--- src/rtl/fpcsr_pkg.sv ---
// Package: shared bit positions, widths and encodings of the FP control/status word.
// Assumes a 64-bit word; the positions are fixed because software and the datapath decode them.
package fpcsr_pkg;
    localparam int CSR_W    = 64;
    localparam int NFLAGS   = 6;
    localparam int FLAG_LO  = 52;
    localparam int FLAG_HI  = FLAG_LO + NFLAGS - 1;
    localparam int DYN_LO   = 58;
    localparam int DYN_W    = 2;
    localparam int DYN_HI   = DYN_LO + DYN_W - 1;
    localparam int SUM_BIT  = 63;

    // Rounding mode encoding, identical to the stored dynamic field.
    typedef enum logic [1:0] {
        RM_CHOP    = 2'b00,
        RM_MINUS   = 2'b01,
        RM_NEAREST = 2'b10,
        RM_PLUS    = 2'b11
    } rmode_e;

    // Rounding qualifier carried by an instruction.
    typedef enum logic [1:0] {
        QL_NONE  = 2'b00,
        QL_CHOP  = 2'b01,
        QL_MINUS = 2'b10,
        QL_DYN   = 2'b11
    } qual_e;
endpackage

--- src/rtl/fpcsr_flags.sv ---
// Module: sticky exception flag store with summary.
// Assumes: the write data is taken first in a cycle, and the report is ORed over it.
// A report never clears a flag; only a write does.
module fpcsr_flags #(
    parameter int N = 6
) (
    input  logic         clk,
    input  logic         rst_n,
    input  logic         wr_en,
    input  logic [N-1:0] wr_flags,
    input  logic [N-1:0] report,
    output logic [N-1:0] flags,
    output logic         any_flag
);
    logic [N-1:0] flag_q;

    for (genvar i = 0; i < N; i++) begin : g_flag
        // Per-flag sticky register: base is write data or held value, report ORed on top.
        always_ff @(posedge clk) begin
            if (!rst_n)
                flag_q[i] <= 1'b0;
            else if (wr_en)
                flag_q[i] <= wr_flags[i] | report[i];
            else
                flag_q[i] <= flag_q[i] | report[i];
        end
    end

    // Summary taken from stored flags only.
    always_comb begin
        any_flag = |flag_q;
    end

    assign flags = flag_q;
endmodule

--- src/rtl/fpcsr_dyn.sv ---
// Module: dynamic rounding-mode field storage.
// Assumes: the field loads only on a software write and resets to chopped (all zeros).
module fpcsr_dyn #(
    parameter int W = 2
) (
    input  logic         clk,
    input  logic         rst_n,
    input  logic         wr_en,
    input  logic [W-1:0] wr_val,
    output logic [W-1:0] dyn
);
    logic [W-1:0] dyn_q;

    // Hold the field; a software write replaces it.
    always_ff @(posedge clk) begin
        if (!rst_n)
            dyn_q <= '0;
        else if (wr_en)
            dyn_q <= wr_val;
    end

    assign dyn = dyn_q;
endmodule

--- src/rtl/fpcsr_resolve.sv ---
// Module: resolves the effective rounding mode for one instruction.
// Assumes: static qualifiers cover nearest, chopped and minus infinity, and the
// dynamic qualifier selects the stored field (the only way to reach plus infinity).
module fpcsr_resolve
    import fpcsr_pkg::*;
(
    input  logic [1:0] qual,
    input  logic [1:0] dyn,
    output logic [1:0] rmode
);
    // Map the qualifier to a rounding mode.
    always_comb begin
        unique case (qual_e'(qual))
            QL_NONE:  rmode = RM_NEAREST;
            QL_CHOP:  rmode = RM_CHOP;
            QL_MINUS: rmode = RM_MINUS;
            QL_DYN:   rmode = dyn;
            default:  rmode = RM_NEAREST;
        endcase
    end
endmodule

--- src/rtl/fpcsr_top.sv ---
// Module: FP control/status register top. It stores the dynamic mode and the sticky flags,
// presents the 64-bit word with the live summary bit and reserved bits forced to zero,
// and resolves the rounding mode for the issuing instruction.
// Assumes: a synchronous active-low reset, and a read port that shows the state after the last edge.
module fpcsr_top
    import fpcsr_pkg::*;
(
    input  logic              clk,
    input  logic              rst_n,
    input  logic              csr_we,
    input  logic [CSR_W-1:0]  csr_wdata,
    output logic [CSR_W-1:0]  csr_rdata,
    input  logic [NFLAGS-1:0] exc_set,
    input  logic [1:0]        insn_qual,
    output logic [1:0]        rmode_eff
);
    logic [NFLAGS-1:0] flags;
    logic              summary;
    logic [DYN_W-1:0]  dyn;

    fpcsr_flags #(.N(NFLAGS)) u_flags (
        .clk      (clk),
        .rst_n    (rst_n),
        .wr_en    (csr_we),
        .wr_flags (csr_wdata[FLAG_HI:FLAG_LO]),
        .report   (exc_set),
        .flags    (flags),
        .any_flag (summary)
    );

    fpcsr_dyn #(.W(DYN_W)) u_dyn (
        .clk    (clk),
        .rst_n  (rst_n),
        .wr_en  (csr_we),
        .wr_val (csr_wdata[DYN_HI:DYN_LO]),
        .dyn    (dyn)
    );

    fpcsr_resolve u_res (
        .qual  (insn_qual),
        .dyn   (dyn),
        .rmode (rmode_eff)
    );

    // Assemble the readable word; every bit not placed here reads zero.
    always_comb begin
        csr_rdata                  = '0;
        csr_rdata[SUM_BIT]         = summary;
        csr_rdata[DYN_HI:DYN_LO]   = dyn;
        csr_rdata[FLAG_HI:FLAG_LO] = flags;
    end
endmodule

--- config.mk ---
export PLATFORM = sky130hd
export DESIGN_NAME = fpcsr_top
export DESIGN_NICKNAME = d
export VERILOG_FILES = /design/src/rtl/fpcsr_pkg.sv /design/src/rtl/fpcsr_flags.sv /design/src/rtl/fpcsr_dyn.sv /design/src/rtl/fpcsr_resolve.sv /design/src/rtl/fpcsr_top.sv
export SDC_FILE = /design/constraint.sdc
export NUM_CORES = 1
export LEC_CHECK = 0
export ABC_CLOCK_PERIOD_IN_PS = 2200
export CAP_MARGIN = 20
export CELL_PAD_IN_SITES_DETAIL_PLACEMENT = 1
export CELL_PAD_IN_SITES_GLOBAL_PLACEMENT = 1
export CORE_MARGIN = 3
export CORE_UTILIZATION = 13
export CTS_CLUSTER_DIAMETER = 80
export DETAILED_ROUTE_END_ITERATION = 16
export HOLD_SLACK_MARGIN = 0.05
export PLACE_DENSITY_LB_ADDON = 0.1
export RECOVER_POWER = 100
export SYNTH_ARGS = -nofsm -noshare
export SYNTH_HDL_FRONTEND = slang
export SYNTH_SLANG_ARGS = --single-unit
--- constraint.sdc ---
create_clock -name clk -period 2.2 [get_ports clk]
set_input_delay 0.44 -clock clk [delete_from_list [all_inputs] [get_ports clk]]
set_output_delay 0.44 -clock clk [all_outputs]
set_load 0.005 [all_outputs]
# Yosys cells after proc, flatten, opt, wreduce, memory -nomap -nowiden
# Cells that the tools add are included.
classes:
  eq_ne: 3
  reduce_logical: 2
  n_bitwise: 12
  muxes: 7
ops:
  columns: ["op", "count"]
  rows:
  - ["1-bit OR", 12]
  - ["2-bit one-hot mux with 4 select lines", 1]
  - ["1-bit two-way mux", 6]
  - ["6-bit OR reduction", 1]
  - ["2-bit equality test (second input constant)", 2]
  - ["2-bit by 1-bit equality test with 1-bit output (second input constant)", 1]
  - ["2-bit logical NOT", 1]
totals:
  regBits: 8
  word_cells: 31
  input_bits: 75
  output_inout_bits: 66

# Depth between registers and ports, before layout
# Gate-level depths: netlist (run 1).
depth:
  ltp_word: 2
  ltp_mapped: 3
  ltp_nobuf: 2

# Hierarchy
# From an unflattened synthesis (run 1), not the netlist that was laid out.
hier_totals:
  hier_cells: 89
  hier_area_um2: 802.0
modules_own_cells:
  columns: ["module", "seq_area_each_um2", "cells_each", "n_inst", "area_each_um2"]
  rows:
  - ["fpcsr_top", 0.0, 57, 1, 424.2]
  - ["fpcsr_flags", 120.1, 22, 1, 280.3]
  - ["fpcsr_dyn", 40.0, 6, 1, 72.6]
  - ["fpcsr_resolve", 0.0, 4, 1, 25.0]

# Least setup slack after synthesis (run 1)
# Ideal clock, no wire load.
synth_timing:
  path_type: "register -> output"
  from: "register u_flags.flag_q[3] (netlist: u_flags.flags[3])"
  to: "output csr_rdata[63]"
  t_arrival_ns: 0.761
  path_stages_with_launch: 4
  setup_slack_ns: 0.999
  path_cell_list: "dfxtp_1 > nor4_1 > nand2_1 > buf_4"
synth_between:
  elab_chain_len: 1
synth_rtl:
  columns: ["item", "line", "rtl"]
  rows:
  - ["from (decl)", "fpcsr_flags.sv:15", "logic [N-1:0] flag_q;"]
  - ["from (signal, indexed assignment)", "fpcsr_flags.sv:23", "flag_q[i] <= wr_flags[i] | report[i];"]
  - ["from (signal, indexed assignment)", "fpcsr_flags.sv:25", "flag_q[i] <= flag_q[i] | report[i];"]
  - ["6-bit OR reduction", "fpcsr_flags.sv:31", "any_flag = |flag_q;"]
  - ["to (decl)", "fpcsr_top.sv:12", "output logic [CSR_W-1:0] csr_rdata,"]
# No other way between the ends.

# Final worst setup path (run 1)
layout_timing:
  from: "input insn_qual[0]"
  to: "output rmode_eff[1]"
layout_between:
  elab_chain_len: 2
  elab_cells_between_ends: 5
layout_rtl:
  columns: ["item", "line", "rtl"]
  rows:
  - ["from (decl)", "fpcsr_top.sv:14", "input logic [1:0] insn_qual,"]
  - ["2-bit equality test (tied with other cells)", "fpcsr_resolve.sv:13", "unique case (qual_e'(qual))"]
  - ["2-bit one-hot mux with 4 select lines (*)", "fpcsr_resolve.sv:13", null]
  - ["to (decl)", "fpcsr_top.sv:15", "output logic [1:0] rmode_eff"]
# Mark *: on every way between the ends. The rest lies on a longest branch, timed or not.

==> flow_summary_export.csv, run 1 <==
group,metric,value,unit
power,p_comb_share,24.7,%
die,dieArea,7120,um^2
critical_path,cp_max_fo,3,
finish,fillCellCount,695,
flow_run,maxCapViolCount,0,
critical_path,cpMostUsedCell,"clkdlybuf4s50_1",
critical_path,endpoint_kind,"output port",
synthesis,synthTopCellsByArea,"buf_4, dfxtp_1, mux2_4",
synthesis,yosysSeqAreaShare,20.1,%
drt,drc,0,
cts,hold_buffers,0,
power,pwr-share-seq,36.8,%
power,power_density,459,nW/um^2
die,initial_utilization,14.0,%
cts,clock_latency,0.22,ns
drt,dr.pass1.iters,1,
grt,grt_start_max_net_pins,9,
die,ios,141,
cts,cts_tree,"built",
grt,grt_pass1_vias,486,
synthesis,synth-seq-cells,8,
finish,drive_above_1_share,2.52,%
finish,utilization,17.0,%
sta,fin_ws,0.128,ns
cts,cts_max_level,1,
placement,dpl.cell_count,188,
die,rows,27,
drt,wl_per_cell,8.72,um
finish,stdcell_count,191,
sta,setup_viol,0,
critical_path,worstSetupPathType,"input port to output port",
placement,hpwlAfterDp,1.53,mm
synthesis,synth_area_leader_cell,"buf_4",
sta,finClkSkew,0,ns
placement,io_buffers,29,
drt,drt_iter0_markers,0,
drt,vias,505,
sta,tns,0,ns
critical_path,worst-path-buf-inv,2,
finish,mostFrequentLayoutCells,"conb_1, clkdlybuf4s50_1, dlygate4sd3_1",
finish,area.sequential,160,um^2
sta,period_share,94.2,%
power,ir_drop,144,uV
finish,syn_to_final_growth,21.8,%
synthesis,yosysUniqueCellTypes,15,
grt,grt_overflow,0,
grt,antenna_found_initial,0,
die,fp.coreArea,5710,um^2
grt,grt_use_total,4.21,%
power,p_clk_share,38.5,%
run_status,outcome,"finished, final reports clean",
cts,cts_max_path_buffers,2,
sta,hold_viol,0,
synthesis,syn_area_per_cell,8.97,um^2
power,netSwitchingPower,0.110,mW
critical_path,cp_slowest_cell,"clkdlybuf4s50_1",
drt,vias_per_cell,2.64,
synthesis,ys_warn_count,0,
die,die_w,84.4,um
sta,fmax,483,MHz
cts,root_buffer,"clkbuf_8",
die,die_h,84.4,um
cts,cts_num_sinks,8,
power,p_leak,0.455,nW
synthesis,synth_top_area_share,52.7,%
grt,grt_pass1_wl,2.41,mm
finish,final_common_cell,"conb_1",
synthesis,syn-cell-area,798,um^2
critical_path,worstPathRequired,1.76,ns
cts,cts.clk_slew.worst_paths,0.04,ns
drt,detail-route-antenna-nets,0,
cts,numCtsBuffers,3,
sta,slew_violations,0,
critical_path,start_kind,"input port",
sta,rsz0062_at_grt,"no",
placement,routabilityCongestion,0.592,
power,p_sw_share,24.7,%
placement,pre_cts_ws,0.0757,ns
critical_path,worstPathArrival,1.63,ns
finish,final_nets,196,
finish,multiInputGateArea,383,um^2
sta,period_needed,2.07,ns
critical_path,critPathMaxStageDelay,0.53,ns
power,intPower,0.336,mW
drt,wirelength,1.67,mm
cts,postCtsSetupBuffers,0,
critical_path,cp_top_family,"buffers and inverters",
synthesis,syn_inst,89,
critical_path,crit_chain,"clkdlybuf4s50_1 -> nand3_1 -> o21ai_0 -> clkdlybuf4s50_1",
min_path,hp-class,"register to register",
finish,antenna_cells,0,
==> synthesized netlist by cell type (all sizes together) <==
master	number
inv	1
o21a	6
nor2b	2
buf	57
nor4	1
nand2	1
nor2	1
o21ai	1
mux2i	2
nand3	1
dfxtp	8
a21boi	1
mux2	6
conb	1
==> tightest hold or removal path, cell delays in order, from the launching register on <==
cell and delay (ns):
dfxtp_1 0.31, mux2i_1 0.12, nor2b_1 0.06
==> flip-flops by register name, summed over array words and instances, names as in the netlist <==
| register | flops |
|---|---|
| u_dyn.dyn | 2 |
| u_flags.flags | 6 |
==> through the flow <==
| step | hold WS, ns | instance area, um^2 | power, mW |
|---|---|---|---|
| floorplan | 0.524 | 1000 | 0.294 |
| global placement | 0.547 | 957 | 0.291 |
| detailed placement | 0.548 | 957 | 0.291 |
| CTS | 0.560 | 998 | 0.466 |
| global route | 0.567 | 972 | 0.480 |
| finish | 0.545 | 972 | 0.446 |
==> what timing repair did <==
item                                   4_1_cts  5_1_grt
gates resized for setup                      0        1
setup endpoints to repair                    0        1
endpoints found under the hold margin        0        0
==> worst paths after layout <==
path                                       start          endpoint  slack, ns  depth (start not counted)
worst max register to register  u_flags.flags[4]  u_flags.flags[4]       1.32                          2
worst max-delay path                insn_qual[0]      rmode_eff[1]       0.13                          4
worst min-delay path                u_dyn.dyn[1]      u_dyn.dyn[1]       0.54                          2
worst min register to register      u_dyn.dyn[1]      u_dyn.dyn[1]       0.54                          2
==> power by group through the flow <==
stage	Combinational [mW]	Sequential (mW)	Clock, mW
detailed placement	0.123	0.167	0
global route	0.123	0.166	0.191
global placement	0.123	0.168	0
CTS	0.124	0.165	0.177
finish	0.110	0.164	0.172
floorplan	0.127	0.167	0
==> cell families after synthesis <==
| group | count (synthesis) | synth area share (%) |
|---|---|---|
| other | 1 | 0.470 |
| buffers and inverters | 58 | 54.5 |
| and+or+nand+nor | 6 | 3.92 |
| muxes | 8 | 13.8 |
| AOI/OAI and AO/OA | 8 | 7.21 |
| DFF | 8 | 20.1 |
==> cell type report <==
type	instances	share of cell area, %
tap	72	9.27
sequential	8	16.5
clock buffer	3	4.25
multi-input combinational	77	39.4
inverter	1	0.386
timing repair buffer	30	30.2
==> routing by layer <==
layer	up-vias	share of wire, %	global-route usage (%)
li1	233	-	-
met5	-	0	0
met2	48	56	8.61
met1	222	30	3.73
met3	2	13	1.57
met4	0	0.60	1.29
(Power assumes the default switching activity.)
==> run 2, diff against run 1 <==
Settings changed: PLACE_DENSITY set to 0.95, PLACE_DENSITY_LB_ADDON 0.1 to unset, SKIP_CTS_REPAIR_TIMING set to 1.
==> flow_summary_export.csv, run 2 (same netlist as run 1, synthesis figures left out) <==
group,metric,value,unit
min_path,hold_depth,2,
grt,grt_pass1_wl,2.39,mm
drt,wl_per_cell,9.26,um
min_path,hp-class,"register to register",
critical_path,worstSetupPathType,"input port to output port",
die,dieArea,7120,um^2
placement,place_area,957,um^2
sta,tns,0,ns
sta,fmax,477,MHz
grt,antenna_found_initial,0,
sta,hold_viol,0,
power,p_clk_share,38.8,%
finish,drive_above_1_share,2.52,%
finish,final_common_cell,"conb_1",
sta,finClkSkew,0,ns
die,initial_utilization,14.0,%
grt,grt_start_max_net_pins,9,
sta,setup_viol,0,
grt,grt_pass1_vias,512,
placement,pre_cts_ws,0.0937,ns
finish,final_nets,196,
die,die_h,84.4,um
power,p_leak,0.455,nW
cts,cts_tree,"built",
drt,drt_iter0_markers,1,
finish,largest_register_ffs,6,
die,ios,141,
power,power_density,463,nW/um^2
critical_path,worstPathArrival,1.66,ns
die,fp.coreArea,5710,um^2
drt,detail-route-antenna-nets,0,
min_path,worst_hold_path.endpoint,"u_dyn.dyn[0]",
finish,antenna_cells,0,
flow_run,maxCapViolCount,0,
grt,grt_use_total,4.37,%
grt,grt_overflow,0,
drt,dr.pass1.iters,2,
power,netSwitchingPower,0.115,mW
finish,final_area,972,um^2
power,p_comb_share,24.8,%
critical_path,r2r_cells,2,
cts,numCtsBuffers,3,
critical_path,worstPathRequired,1.76,ns
critical_path,reg2reg_slack,1.30,ns
placement,routabilityCongestion,0.607,
power,ir_drop,199,uV
sta,fin_ws,0.102,ns
critical_path,worstReg2RegStart,"u_flags.flags[5]",
placement,hpwlAfterDp,1.58,mm
sta,period_needed,2.10,ns
min_path,hp-start,"u_dyn.dyn[0]",
die,die_w,84.4,um
run_status,outcome,"finished, final reports clean",
critical_path,cp_max_fo,3,
sta,worst_pin_slew,0.568,ns
cts,clock_latency,0.22,ns
power,intPower,0.336,mW
drt,wirelength,1.77,mm
drt,drc,0,
critical_path,r2r_end,"u_flags.flags[5]",
sta,rsz0062_at_grt,"no",
cts,cts_num_sinks,8,
cts,root_buffer,"clkbuf_8",
finish,syn_to_final_growth,21.8,%
drt,vias_per_cell,2.79,
critical_path,endpoint_kind,"output port",
power,pwr-share-seq,36.4,%
critical_path,start_kind,"input port",
die,rows,27,
sta,slew_violations,0,
sta,relSlewSlack,62.2,%
sta,period_share,95.4,%
cts,cts_max_level,1,
cts,cts.clk_slew.worst_paths,0.04,ns
cts,cts_max_path_buffers,2,
drt,vias,533,
power,p_sw_share,25.4,%
placement,io_buffers,29,
finish,mostFrequentLayoutCells,"conb_1, clkdlybuf4s50_1, dlygate4sd3_1",
## run 2: worst max-delay path by stage
stage	from	end	slack, ns	cells past startpoint
4_1_cts	insn_qual[1]	rmode_eff[0]	0.09	3
5_1_grt	insn_qual[0]	rmode_eff[1]	0.05	4
3_5_place_dp	insn_qual[1]	rmode_eff[0]	0.09	3
6_report	insn_qual[1]	rmode_eff[0]	0.10	3
3_3_place_gp	insn_qual[1]	rmode_eff[0]	0.14	3
2_1_floorplan	u_flags.flags[3]	csr_rdata[63]	1.0	3
## run 2: critical path, cell delays in order
cell and delay, ns:
clkdlybuf4s50_1 0.48, a21boi_0 0.20, clkdlybuf4s50_1 0.54
## run 2: power by group through the flow
stage / Clock [mW] / Combinational, mW / Sequential [mW]
after floorplan: 0 / 0.127 / 0.167
after global placement: 0 / 0.121 / 0.168
after detailed placement: 0 / 0.124 / 0.168
after CTS: 0.184 / 0.125 / 0.165
after global routing: 0.193 / 0.125 / 0.165
final: 0.175 / 0.112 / 0.164
## run 2: layer usage
| layer | GRT usage [%] | share of wire [%] |
|---|---|---|
| met1 | 4.02 | 32 |
| met3 | 1.57 | 13 |
| met2 | 8.61 | 54 |
| met5 | 0 | 0 |
| met4 | 1.73 | 0.57 |
## run 2: layout make-up
cell class | instances | area, um^2
Tap cell | 72 | 90.1
Fill cell | 691 | 4740
Multi-Input combinational cell | 77 | 383
Sequential cell | 8 | 160
Timing Repair Buffer | 30 | 294
Inverter | 1 | 3.75
Clock buffer | 3 | 41.3
## run 2: metrics by stage
step,hold slack (ns),util (%),instances,power [mW]
after global routing,0.579,17.0,191,0.483
after floorplan,0.524,-,143,0.294
final,0.544,17.0,191,0.451
after global placement,0.527,16.8,188,0.289
after CTS,0.546,17.5,191,0.473
after detailed placement,0.537,16.8,188,0.292
==> run 3, diff against run 2 <==
Settings changed: ABC_AREA set to 1, CORE_ASPECT_RATIO set to 0.7, CORE_UTILIZATION 13 to 12, PLACE_DENSITY 0.95 to 0.92.
==> flow_summary_export.csv, run 3 <==
group,metric,value,unit
synthesis,yosysUniqueCellTypes,11,
finish,syn_to_final_growth,27.8,%
finish,utilization,16.2,%
flow_run,maxCapViolCount,0,
cts,numCtsBuffers,3,
finish,stdcell_count,238,
critical_path,worstPathArrival,1.65,ns
grt,grt_pass1_vias,559,
sta,hold_viol,0,
grt,antenna_found_initial,0,
critical_path,endpoint_kind,"output port",
critical_path,worstPathRequired,1.76,ns
placement,routabilityCongestion,0.623,
synthesis,synthTopCellsByArea,"buf_4, dfxtp_1, nand2_1",
power,p_sw_share,27.5,%
die,dieArea,7740,um^2
synthesis,syn_inst,117,
cts,cts_max_path_buffers,2,
die,initial_utilization,12.6,%
die,rows,24,
finish,mostFrequentLayoutCells,"conb_1, clkdlybuf4s50_1, nand2_1",
run_status,outcome,"finished, final reports clean",
sta,rsz0062_at_grt,"no",
synthesis,ys_warn_count,0,
drt,drc,0,
sta,setup_viol,0,
grt,grt_start_max_net_pins,9,
min_path,hp-class,"register to register",
critical_path,worstSetupPathType,"input port to output port",
finish,largest_register_ffs,6,
die,die_h,74.5,um
sta,period_needed,2.09,ns
critical_path,cp_max_fo,3,
synthesis,synth-seq-cells,8,
die,die_w,104,um
power,p_leak,0.550,nW
drt,vias,618,
critical_path,start_kind,"input port",
cts,cts_num_sinks,8,
synthesis,ys.flop_type,"dfxtp_1",
synthesis,async_reset_ff_share,0,%
finish,antenna_cells,0,
finish,final_nets,224,
sta,fmax,478,MHz
drt,dr.pass1.iters,2,
power,ir_drop,121,uV
placement,hpwlAfterDp,1.85,mm
placement,io_buffers,29,
drt,detail-route-antenna-nets,0,
critical_path,worstReg2RegStart,"u_flags.flags[5]",
synthesis,yosysSeqAreaShare,19.9,%
grt,grt_use_total,4.60,%
synthesis,synthTopCellsByCount,"buf_4, nand2_1, inv_1, dfxtp_1, nand3_1",
finish,drive_above_1_share,2.72,%
synthesis,synth_top_area_share,52.3,%
grt,grt_overflow,0,
power,netSwitchingPower,0.127,mW
synthesis,syn-cell-area,805,um^2
power,p_clk_share,38.6,%
cts,cts_tree,"built",
drt,vias_per_cell,2.60,
power,pwr-share-seq,35.8,%
drt,wirelength,2.02,mm
sta,slew_violations,0,
die,ios,141,
sta,period_share,95.2,%
drt,wl_per_cell,8.50,um
drt,drt_iter0_markers,15,
grt,grt_pass1_wl,2.80,mm
cts,clock_latency,0.23,ns
die,fp.coreArea,6370,um^2
synthesis,synthMostInstantiatedCell,"buf_4",
sta,fin_ws,0.107,ns
cts,cts.clk_slew.worst_paths,0.04,ns
placement,dpl.cell_count,235,
cts,root_buffer,"clkbuf_8",
sta,finClkSkew,0,ns
power,power_density,448,nW/um^2
cts,cts_max_level,1,
synthesis,syn_area_per_cell,6.88,um^2
synthesis,synth_edf_count,0,
sta,tns,0,ns
power,intPower,0.334,mW
power,p_comb_share,25.7,%
critical_path,crit_start,"insn_qual[1]",
min_path,hp-start,"u_dyn.dyn[0]",
synthesis,synth_area_leader_cell,"buf_4",
placement,pre_cts_ws,0.0882,ns
finish,final_common_cell,"conb_1",
run 3: cell types whose count changed after synthesis, sizes merged:
cell and change:
inv +13, nand3 +7, o21a -6, nor2b -2, nand2 +17, mux2i -2
nor2 +6, o21ai +2, mux2 -6, nor4 -1
run 3: area by class of cell:
cell class,instances,area [um^2]
Fill cell,806,5340
Multi-Input combinational cell,92,363
Timing Repair Buffer,30,298
Sequential cell,8,160
Tap cell,91,114
Inverter,14,52.6
Clock buffer,3,41.3
run 3: final timing paths:
path	endpoint	slack, ns	cells after the start
min	u_dyn.dyn[0]	0.55	2
min reg2reg	u_dyn.dyn[0]	0.55	2
max	rmode_eff[0]	0.11	3
max reg2reg	u_flags.flags[5]	1.53	4
run 3: worst max-delay path, cell delays in order:
cell and delay, ns:
clkdlybuf4s50_1 0.49, a21boi_0 0.19, clkdlybuf4s50_1 0.53
run 3: through the flow:
| stage | total power [mW] | cell area [um^2] | hold WS, ns |
|---|---|---|---|
| after CTS | 0.473 | 1030 | 0.577 |
| after floorplan | 0.288 | 1010 | 0.509 |
| after global routing | 0.500 | 1030 | 0.627 |
| final | 0.461 | 1030 | 0.551 |
| after detailed placement | 0.290 | 987 | 0.559 |
| after global placement | 0.286 | 987 | 0.554 |
run 3: power groups by stage:
| stage | Sequential [mW] | Clock, mW | Combinational, mW |
|---|---|---|---|
| after CTS | 0.166 | 0.185 | 0.123 |
| after global placement | 0.168 | 0 | 0.118 |
| after floorplan | 0.167 | 0 | 0.121 |
| final | 0.165 | 0.178 | 0.118 |
| after detailed placement | 0.168 | 0 | 0.122 |
| after global routing | 0.166 | 0.199 | 0.136 |
run 3: metal layers:
| layer | GRT usage [%] | vias up | share of wire [%] |
|---|---|---|---|
| li1 | - | 296 | - |
| met2 | 9.72 | 25 | 59 |
| met5 | 0 | - | 0 |
| met1 | 4.29 | 295 | 33 |
| met3 | 1.56 | 2 | 7.6 |
| met4 | 1.33 | 0 | 0.94 |
run 3: logic make-up after synthesis:
| logic type | after synthesis | synth area share, % |
|---|---|---|
| buf+inv | 71 | 60.2 |
| simple gates | 33 | 16.6 |
| flops | 8 | 19.9 |
| compound gates | 4 | 2.80 |
| other cells | 1 | 0.466 |
